## src/rtl/vctl_pkg.sv

```systemverilog
package vctl_pkg;

    localparam int CODE_W = 6;
    localparam int IDX_W  = 4;

    typedef enum logic [3:0] {
        TGT_NONE,
        TGT_PAL,
        TGT_BORDER,
        TGT_CURSOR,
        TGT_STEREO,
        TGT_HTIM,
        TGT_VTIM,
        TGT_FREQ,
        TGT_CTRL
    } tgt_e;

    typedef struct packed {
        tgt_e             tgt;
        logic [IDX_W-1:0] idx;
    } dec_t;

endpackage

```

## src/rtl/vctl_decode.sv

```systemverilog
module vctl_decode
    import vctl_pkg::*;
(
    input  logic [CODE_W-1:0] code,
    output dec_t              dec
);

    always_comb begin
        dec.tgt = TGT_NONE;
        dec.idx = '0;
        if (code[5:4] == 2'b00) begin
            dec.tgt = TGT_PAL;
            dec.idx = code[3:0];
        end else if (code == 6'd16) begin
            dec.tgt = TGT_BORDER;
        end else if (code >= 6'd17 && code <= 6'd19) begin
            dec.tgt = TGT_CURSOR;
            dec.idx = IDX_W'(code - 6'd17);
        end else if (code[5:3] == 3'b011) begin
            // channel number is the slot number rotated back by one
            dec.tgt = TGT_STEREO;
            dec.idx = {1'b0, code[2:0] + 3'd7};
        end else if (code[5:3] == 3'b100) begin
            dec.tgt = TGT_HTIM;
            dec.idx = {1'b0, code[2:0]};
        end else if (code[5:3] == 3'b101) begin
            dec.tgt = TGT_VTIM;
            dec.idx = {1'b0, code[2:0]};
        end else if (code == 6'd48) begin
            dec.tgt = TGT_FREQ;
        end else if (code == 6'd56) begin
            dec.tgt = TGT_CTRL;
        end
    end

endmodule

```

## src/rtl/vctl_fields.sv

```systemverilog
module vctl_fields #(
    parameter int COL_W  = 13,
    parameter int TIM_W  = 10,
    parameter int TIM_LO = 14,
    parameter int PAN_W  = 3,
    parameter int FREQ_W = 7,
    parameter int CTRL_W = 24
) (
    input  logic [31:0]       data,
    output logic [COL_W-1:0]  colour,
    output logic [TIM_W-1:0]  timing,
    output logic [PAN_W-1:0]  pan,
    output logic [FREQ_W-1:0] freq,
    output logic [CTRL_W-1:0] ctrl
);

    assign colour = data[COL_W-1:0];
    assign timing = data[TIM_LO +: TIM_W];
    assign pan    = data[PAN_W-1:0];
    assign freq   = data[FREQ_W-1:0];
    assign ctrl   = data[CTRL_W-1:0];

endmodule

```

## src/rtl/vctl_regbank.sv

```systemverilog
module vctl_regbank
    import vctl_pkg::*;
#(
    parameter int N_PAL  = 16,
    parameter int N_CUR  = 3,
    parameter int N_TIM  = 8,
    parameter int N_CH   = 8,
    parameter int COL_W  = 13,
    parameter int TIM_W  = 10,
    parameter int PAN_W  = 3,
    parameter int FREQ_W = 7,
    parameter int CTRL_W = 24
) (
    input  logic                      clk,
    input  logic                      rst,
    input  logic                      wr_en,
    input  logic [31:0]               wr_data,
    output logic [N_PAL*COL_W-1:0]    pal_o,
    output logic [COL_W-1:0]          border_o,
    output logic [N_CUR*COL_W-1:0]    cursor_o,
    output logic [N_TIM*TIM_W-1:0]    htim_o,
    output logic [N_TIM*TIM_W-1:0]    vtim_o,
    output logic [N_CH*PAN_W-1:0]     pan_o,
    output logic [FREQ_W-1:0]         freq_o,
    output logic [CTRL_W-1:0]         ctrl_o,
    output logic [1:0]                pix_rate_o,
    output logic                      wr_err_o
);

    localparam int PAL_IW = $clog2(N_PAL);
    localparam int CUR_IW = $clog2(N_CUR);
    localparam int TIM_IW = $clog2(N_TIM);
    localparam int CH_IW  = $clog2(N_CH);
    localparam logic [1:0] RATE_FAST = 2'b11;

    typedef struct packed {
        logic [N_PAL-1:0][COL_W-1:0] pal;
        logic [COL_W-1:0]            border;
        logic [N_CUR-1:0][COL_W-1:0] cur;
        logic [N_TIM-1:0][TIM_W-1:0] htim;
        logic [N_TIM-1:0][TIM_W-1:0] vtim;
        logic [N_CH-1:0][PAN_W-1:0]  pan;
        logic [FREQ_W-1:0]           freq;
        logic [CTRL_W-1:0]           ctrl;
        logic                        err;
    } st_t;

    st_t st_d, st_q;
    dec_t dec;

    logic [COL_W-1:0]  f_colour;
    logic [TIM_W-1:0]  f_timing;
    logic [PAN_W-1:0]  f_pan;
    logic [FREQ_W-1:0] f_freq;
    logic [CTRL_W-1:0] f_ctrl;

    vctl_decode u_decode (
        .code (wr_data[31:26]),
        .dec  (dec)
    );

    vctl_fields #(
        .COL_W  (COL_W),
        .TIM_W  (TIM_W),
        .TIM_LO (14),
        .PAN_W  (PAN_W),
        .FREQ_W (FREQ_W),
        .CTRL_W (CTRL_W)
    ) u_fields (
        .data   (wr_data),
        .colour (f_colour),
        .timing (f_timing),
        .pan    (f_pan),
        .freq   (f_freq),
        .ctrl   (f_ctrl)
    );

    always_comb begin
        st_d     = st_q;
        st_d.err = 1'b0;
        if (wr_en) begin
            case (dec.tgt)
                TGT_PAL:    st_d.pal[dec.idx[PAL_IW-1:0]]  = f_colour;
                TGT_BORDER: st_d.border                    = f_colour;
                TGT_CURSOR: st_d.cur[dec.idx[CUR_IW-1:0]]  = f_colour;
                TGT_STEREO: st_d.pan[dec.idx[CH_IW-1:0]]   = f_pan;
                TGT_HTIM:   st_d.htim[dec.idx[TIM_IW-1:0]] = f_timing;
                TGT_VTIM:   st_d.vtim[dec.idx[TIM_IW-1:0]] = f_timing;
                TGT_FREQ:   st_d.freq                      = f_freq;
                TGT_CTRL:   st_d.ctrl                      = f_ctrl;
                default:    st_d.err                       = 1'b1;
            endcase
        end
    end

    always_ff @(posedge clk) begin
        if (rst) begin
            st_q           <= '0;
            st_q.ctrl[1:0] <= RATE_FAST;
        end else begin
            st_q <= st_d;
        end
    end

    assign pal_o      = st_q.pal;
    assign border_o   = st_q.border;
    assign cursor_o   = st_q.cur;
    assign htim_o     = st_q.htim;
    assign vtim_o     = st_q.vtim;
    assign pan_o      = st_q.pan;
    assign freq_o     = st_q.freq;
    assign ctrl_o     = st_q.ctrl;
    assign pix_rate_o = st_q.ctrl[1:0];
    assign wr_err_o   = st_q.err;

endmodule

```

## config.mk

```make
export PLATFORM = sky130hd
export DESIGN_NAME = vctl_regbank
export DESIGN_NICKNAME = d
export VERILOG_FILES = /design/src/rtl/vctl_pkg.sv /design/src/rtl/vctl_decode.sv /design/src/rtl/vctl_fields.sv /design/src/rtl/vctl_regbank.sv
export SDC_FILE = /design/constraint.sdc
export NUM_CORES = 1
export LEC_CHECK = 0
export ABC_AREA = 1
export BUFFER_PORTS_ARGS = -buffer_cell sky130_fd_sc_hd__buf_2
export CELL_PAD_IN_SITES_DETAIL_PLACEMENT = 1
export CELL_PAD_IN_SITES_GLOBAL_PLACEMENT = 2
export CORE_MARGIN = 2
export CORE_UTILIZATION = 31
export DETAILED_ROUTE_END_ITERATION = 8
export GPL_TIMING_DRIVEN = 0
export PLACE_DENSITY_LB_ADDON = 0.1
export RECOVER_POWER = 100
export SLEW_MARGIN = 0
export SYNTH_ARGS = -nofsm -noshare
export SYNTH_HDL_FRONTEND = slang
export SYNTH_SLANG_ARGS = --single-unit
```

## constraint.sdc

```tcl
create_clock -name clk -period 3.55 [get_ports clk]
set_clock_uncertainty 0.2 [all_clocks]
set_input_delay 0 -clock clk [delete_from_list [all_inputs] [get_ports clk]]
set_output_delay 0 -clock clk [all_outputs]
set_load 0.02 [all_outputs]
```

==> Yosys cells after proc, flatten, opt, wreduce, memory -nomap -nowiden <==
Index checks and enable logic that the tools add are counted.
{ "op_classes": {"n_eq_ne": 14, "div_mod_pow": 0, "n_bitwise": 1, "mul": 0, "n_shift": 0, "mux": 24, "magnitude_cmp": 8, "reduce_logical": 15, "addsub": 2} }
{ "op_table": {"columns": ["operator", "n"], "rows": [
  ["$bwmux 208", 1],
  ["$bwmux 80", 2],
  ["$demux 13 s4", 1],
  ["$bwmux 39", 1],
  ["$mux 8", 4],
  ["$demux 10 s3", 1],
  ["$demux 13 s2", 1],
  ["$mux 13", 2],
  ["$bwmux 24", 1],
  ["$mux 4", 5],
  ["$eq 4x3->1 const B", 4],
  ["$reduce_and 2->1", 8],
  ["$eq 6x6->1 const B", 2],
  ["$mux 10", 1],
  ["$demux 3 s3", 1],
  ["$eq 4x2->1 const B", 2],
  ["$reduce_or 8->1", 1],
  ["$eq 3x3->1 const B", 2],
  ["$eq 6x5->1 const B", 1],
  ["$ge 6x5->1 const B", 1],
  ["$le 6x5->1 const B", 1],
  ["$mux 3", 2],
  ["$lt 4x5->1 const B", 1],
  ["$eq 4x1->1 const B", 1],
  ["14 further kinds", 17]
]} }
{ "totals": {"n_memories": 0, "mem_bits_rw": 0, "mem_bits_ro": 0, "wordCells": 111, "regBits": 476, "latch_bits": 0, "input_bits": 35} }

==> Longest topological paths before layout <==
{ "depth": {"word_depth": 14, "ltp_mapped": 17} }

==> Modules after synthesis <==
Synthesis repeated with hierarchy kept, for this count alone.
{ "unflattened": {"cells_unflattened": 2976, "area_unflattened_um2": 20360.8} }
{ "modules_own_cells": {"columns": ["module", "area_each_um2", "seq_area_each_um2", "cells_per_inst", "n_inst"], "rows": [
  ["vctl_regbank", 19603.8, 9529.1, 2857, 1],
  ["vctl_fields", 427.9, 0.0, 57, 1],
  ["vctl_decode", 329.1, 0.0, 62, 1]
]} }

==> Least setup slack after synthesis <==
No wires, ideal clock.
{ "synth_timing": {"kind": "input to register", "startpoint": "input wr_data[26]", "endpoint": "register st_q (netlist bit pal_o[131])", "arrival_ps": 1535, "required_ps": 3235, "path_buffers": 1, "stages": 14, "slack_ps": 1700, "cell_sequence": "inv_1 > ha_1 > nand2_1 > nand3_4 > nand2_1 > inv_2 > nor2_1 > nor2_2 > nand2_1 > nor2_4 > buf_1 > nand3_1 > nand2_1 > nor2_1"} }
{ "synth_between": {"elab_chain_len": 11} }
{ "synth_rtl": {"columns": ["element", "line_no", "text"], "rows": [
  ["start, declared", "vctl_regbank.sv:17", "input logic [31:0] wr_data,"],
  ["branches (longest 5 deep; another with $ge 6x5->1)", null, null],
  ["$mux 8 (*)", "vctl_decode.sv:11", "if (code[5:4] == 2'b00) begin"],
  ["$lt 4x5->1 (implied by the code) (tied with other cells)", "vctl_regbank.sv:83", "TGT_PAL: st_d.pal[dec.idx[PAL_IW-1:0]] = f_colour;"],
  ["$logic_and 1x1->1 (implied by the code) / $mux 4 (equally long branches)", "vctl_regbank.sv:83, vctl_decode.sv:14", null],
  ["$mux 13 (implied by the code) / $mux 8 (equally long branches)", "vctl_regbank.sv:83, vctl_decode.sv:11", null],
  ["$demux 13 s4 / $eq 4x1->1 (equally long branches)", "vctl_regbank.sv:83, vctl_regbank.sv:82", null],
  ["$bwmux 208 / $reduce_and 2->1 (equally long branches)", null, null],
  ["end signal, assigned", "vctl_regbank.sv:101", "st_q <= st_d;"],
  ["end, declared", "vctl_regbank.sv:48", "st_t st_d, st_q;"]
]} }
Mark *: on every way between the ends.
A chain may end at the register's enable or synchronous reset.

==> Final worst setup path <==
{ "layout_timing": {"startpoint": "input wr_data[27]", "endpoint": "register st_q (netlist bit pal_o[48])"} }
Same word-level chain as after synthesis.

==> results.md <==
- Setup TNS: 0 ns
- Worst Tran Pin Value: 1.21 ns
- Post-synthesis register bit count: 476
- CTS resizes: 0
- Final core utilization: 38.9%
- Die height: 263 um
- CP Capture Type: flip-flop
- Share of layout cells above drive strength 1: 4.78%
- Longest Clk Path Bufs: 3
- Area growth from synthesis to layout: 24.9%
- WL/cell: 20.5 um
- FFs w/ async S/R, synth: 0%
- # port buffers: 499
- Ys Warns: 0
- Nets: 3784
- Non-filler instance count after layout: 4667
- Die width: 263 um
- Worst-path fanout max: 10
- Slew Limit Headroom: 19.3%
- Tmin final: 3.01 ns
- Yosys top cell by area: dfxtp_1
- Leak: 11.6 nW
- 1st-pass router iterations: 5
- Die area: 69300 sq um
- H-tree levels: 2
- Synth Instances: 3151
- Final Instance Area: 26000 sq um
- First-pass GRT wire length: 140000 um
- 1st-iter DRT viols: 1045
- Routed via count: 22100
- RSZ-0062 raised after global routing: false
- FILL cells: 8915
- Max Transition Viols Final: 0
- Initial antenna violation count: 6
- Skew-Pair Late Insertion Delay: 0.60 ns
- Global route total overflow: 0
- Distinct cells, synth: 27
- WL final: 95600 um
- Final ANT Viol Nets: 0
- CTS Buf Count: 57
- Average size of a mapped cell: 6.62 sq um
- Tot GR Track Use: 26.8%
- Placed insts: 4523
- Clock-pin slew on the worst setup and hold paths: 0.06 ns
- Main flop type after synthesis: dfxtp_1
- Vias per cell: 4.74
- Hold_ws: 0.0652 ns
- DRC: 0
- FMAX: 0.332 GHz
- IO Pins: 513
- Commonest cells post-synth: nand2_1, nor2_1, inv_1
- WP data arrival: 3.32 ns
- Startpoint Class: input pin
- Final GP Congestion: 0.834
- HPWL Detailed: 70900 um
- Power Density: 485 nW/um^2
- CTS Hold Bufs: 37
- Register area share after synthesis: 45.7%
- Std cell rows: 95
- Endpoints failing hold: 0
- Top post-synthesis cells by area: dfxtp_1, nand2_1, nor2_1, inv_1, nand4_1
- HP Class: input pin to flip-flop
- Tcrit/Tclk final: 84.8%
- Synth top area share: 45.7%
- Peak supply drop: 0.343 mV
- CTS root buf: clkbuf_16
- Number of global-route vias before repair: 22400
- Clock sink count: 476
- Syn_nets: 3189
- Max cap viols: 0
- Crit Path Category: input pin to flip-flop
- Core area: 66900 sq um
- Post-synth EDFFs: 0
- Most common cell in the synthesized netlist: nand2_1
- Status: finished clean
- CP required: 3.85 ns
- Post-CTS Setup Repair Bufs: 0
- Largest net degree at the start of global routing: 14
- Placed Area: 24400 sq um
- CTS tree: done
- Final setup fails: 0
- Initial Utilization: 31.2%
- Post-Synthesis Cell Area: 20800 sq um
==> per-layer routing <==
metal | GRT usage, % | wire length (um) | vias to the layer above
met2 | 45.9 | 45100 | 569
met1 | 33.1 | 40900 | 10600
met5 | 0 | 16 | -
met3 | 5.59 | 5450 | 191
li1 | - | - | 10700
met4 | 9.67 | 4010 | 2
==> sequential cells by signal, summed over array words and instances, names as in the netlist <==
signal    cells
border_o     13
ctrl_o       24
cursor_o     39
freq_o        7
htim_o       80
pal_o       208
pan_o        24
vtim_o       80
wr_err_o      1
==> cell type report <==
type | instances | area, sq um | share of cell area (%)
clock inverters | 14 | 170 | 0.654
well taps | 873 | 1090 | 4.20
flip-flops and latches | 476 | 9530 | 36.6
diodes | 4 | 10.0 | 0.0384
inverters | 554 | 2080 | 7.99
multi-input cells | 1882 | 8150 | 31.3
repair buffers | 536 | 2270 | 8.71
clock buffers | 89 | 1730 | 6.63
plain buffers | 239 | 1010 | 3.87
==> critical path: stages <==
cell,delay [ns]
dlygate4sd3_1,0.55
buf_2,0.16
inv_1,0.08
ha_1,0.22
nand2_1,0.10
nand3_1,0.28
nand2_1,0.15
inv_1,0.06
o21bai_1,0.27
nand2_1,0.15
nor2_2,0.52
clkbuf_1,0.44
nand3_1,0.17
nand2_1,0.11
nor2_1,0.05
==> power by group <==
part	internal, W	leakage, nW	total (W)	switching (W)
logic	0.000256	6.80	0.00115	0.000897
clock network	0.00360	0.944	0.00604	0.00245
registers	0.00539	3.84	0.00543	0.0000337
total	0.00924	11.6	0.0126	0.00338
==> final timing paths <==
check                                  from         end  slack [ns]  depth (start not counted)
worst min register to register    freq_o[2]   freq_o[2]        0.25                          2
worst max register to register    ctrl_o[6]   ctrl_o[6]        2.57                          2
worst max-delay path            wr_data[27]   pal_o[48]        0.54                         15
worst min-delay path            wr_data[26]  pal_o[129]        0.07                          8
==> cells by family after synthesis <==
family / count (synthesis) / synth area share [%]
and+or+nand+nor: 1654 / 33.7
buffers and inverters: 793 / 15.0
AOI/OAI and AO/OA: 225 / 5.47
adders and majority gates: 3 / 0.180
DFF: 476 / 45.7
==> stage by stage <==
step / power, W / setup slack, ns
floorplan: 0.00620 / 1.70
detailed placement: 0.00668 / 0.760
CTS: 0.0128 / 0.803
finish: 0.0126 / 0.538
global placement: 0.00666 / 0.810
global route: 0.0131 / 0.301
==> cells in the final DEF, fill, tap and decap left out, types with 57 or more instances in the layout <==
cell       count
inv_1        547
clkbuf_16     57
nor2_1       584
o21ai_0       81
clkbuf_1     625
buf_2         61
a21oi_1      140
dfxtp_1      476
nand4_1      202
nand2_1      717
nand3_1      133
(Power assumes the default switching activity.)
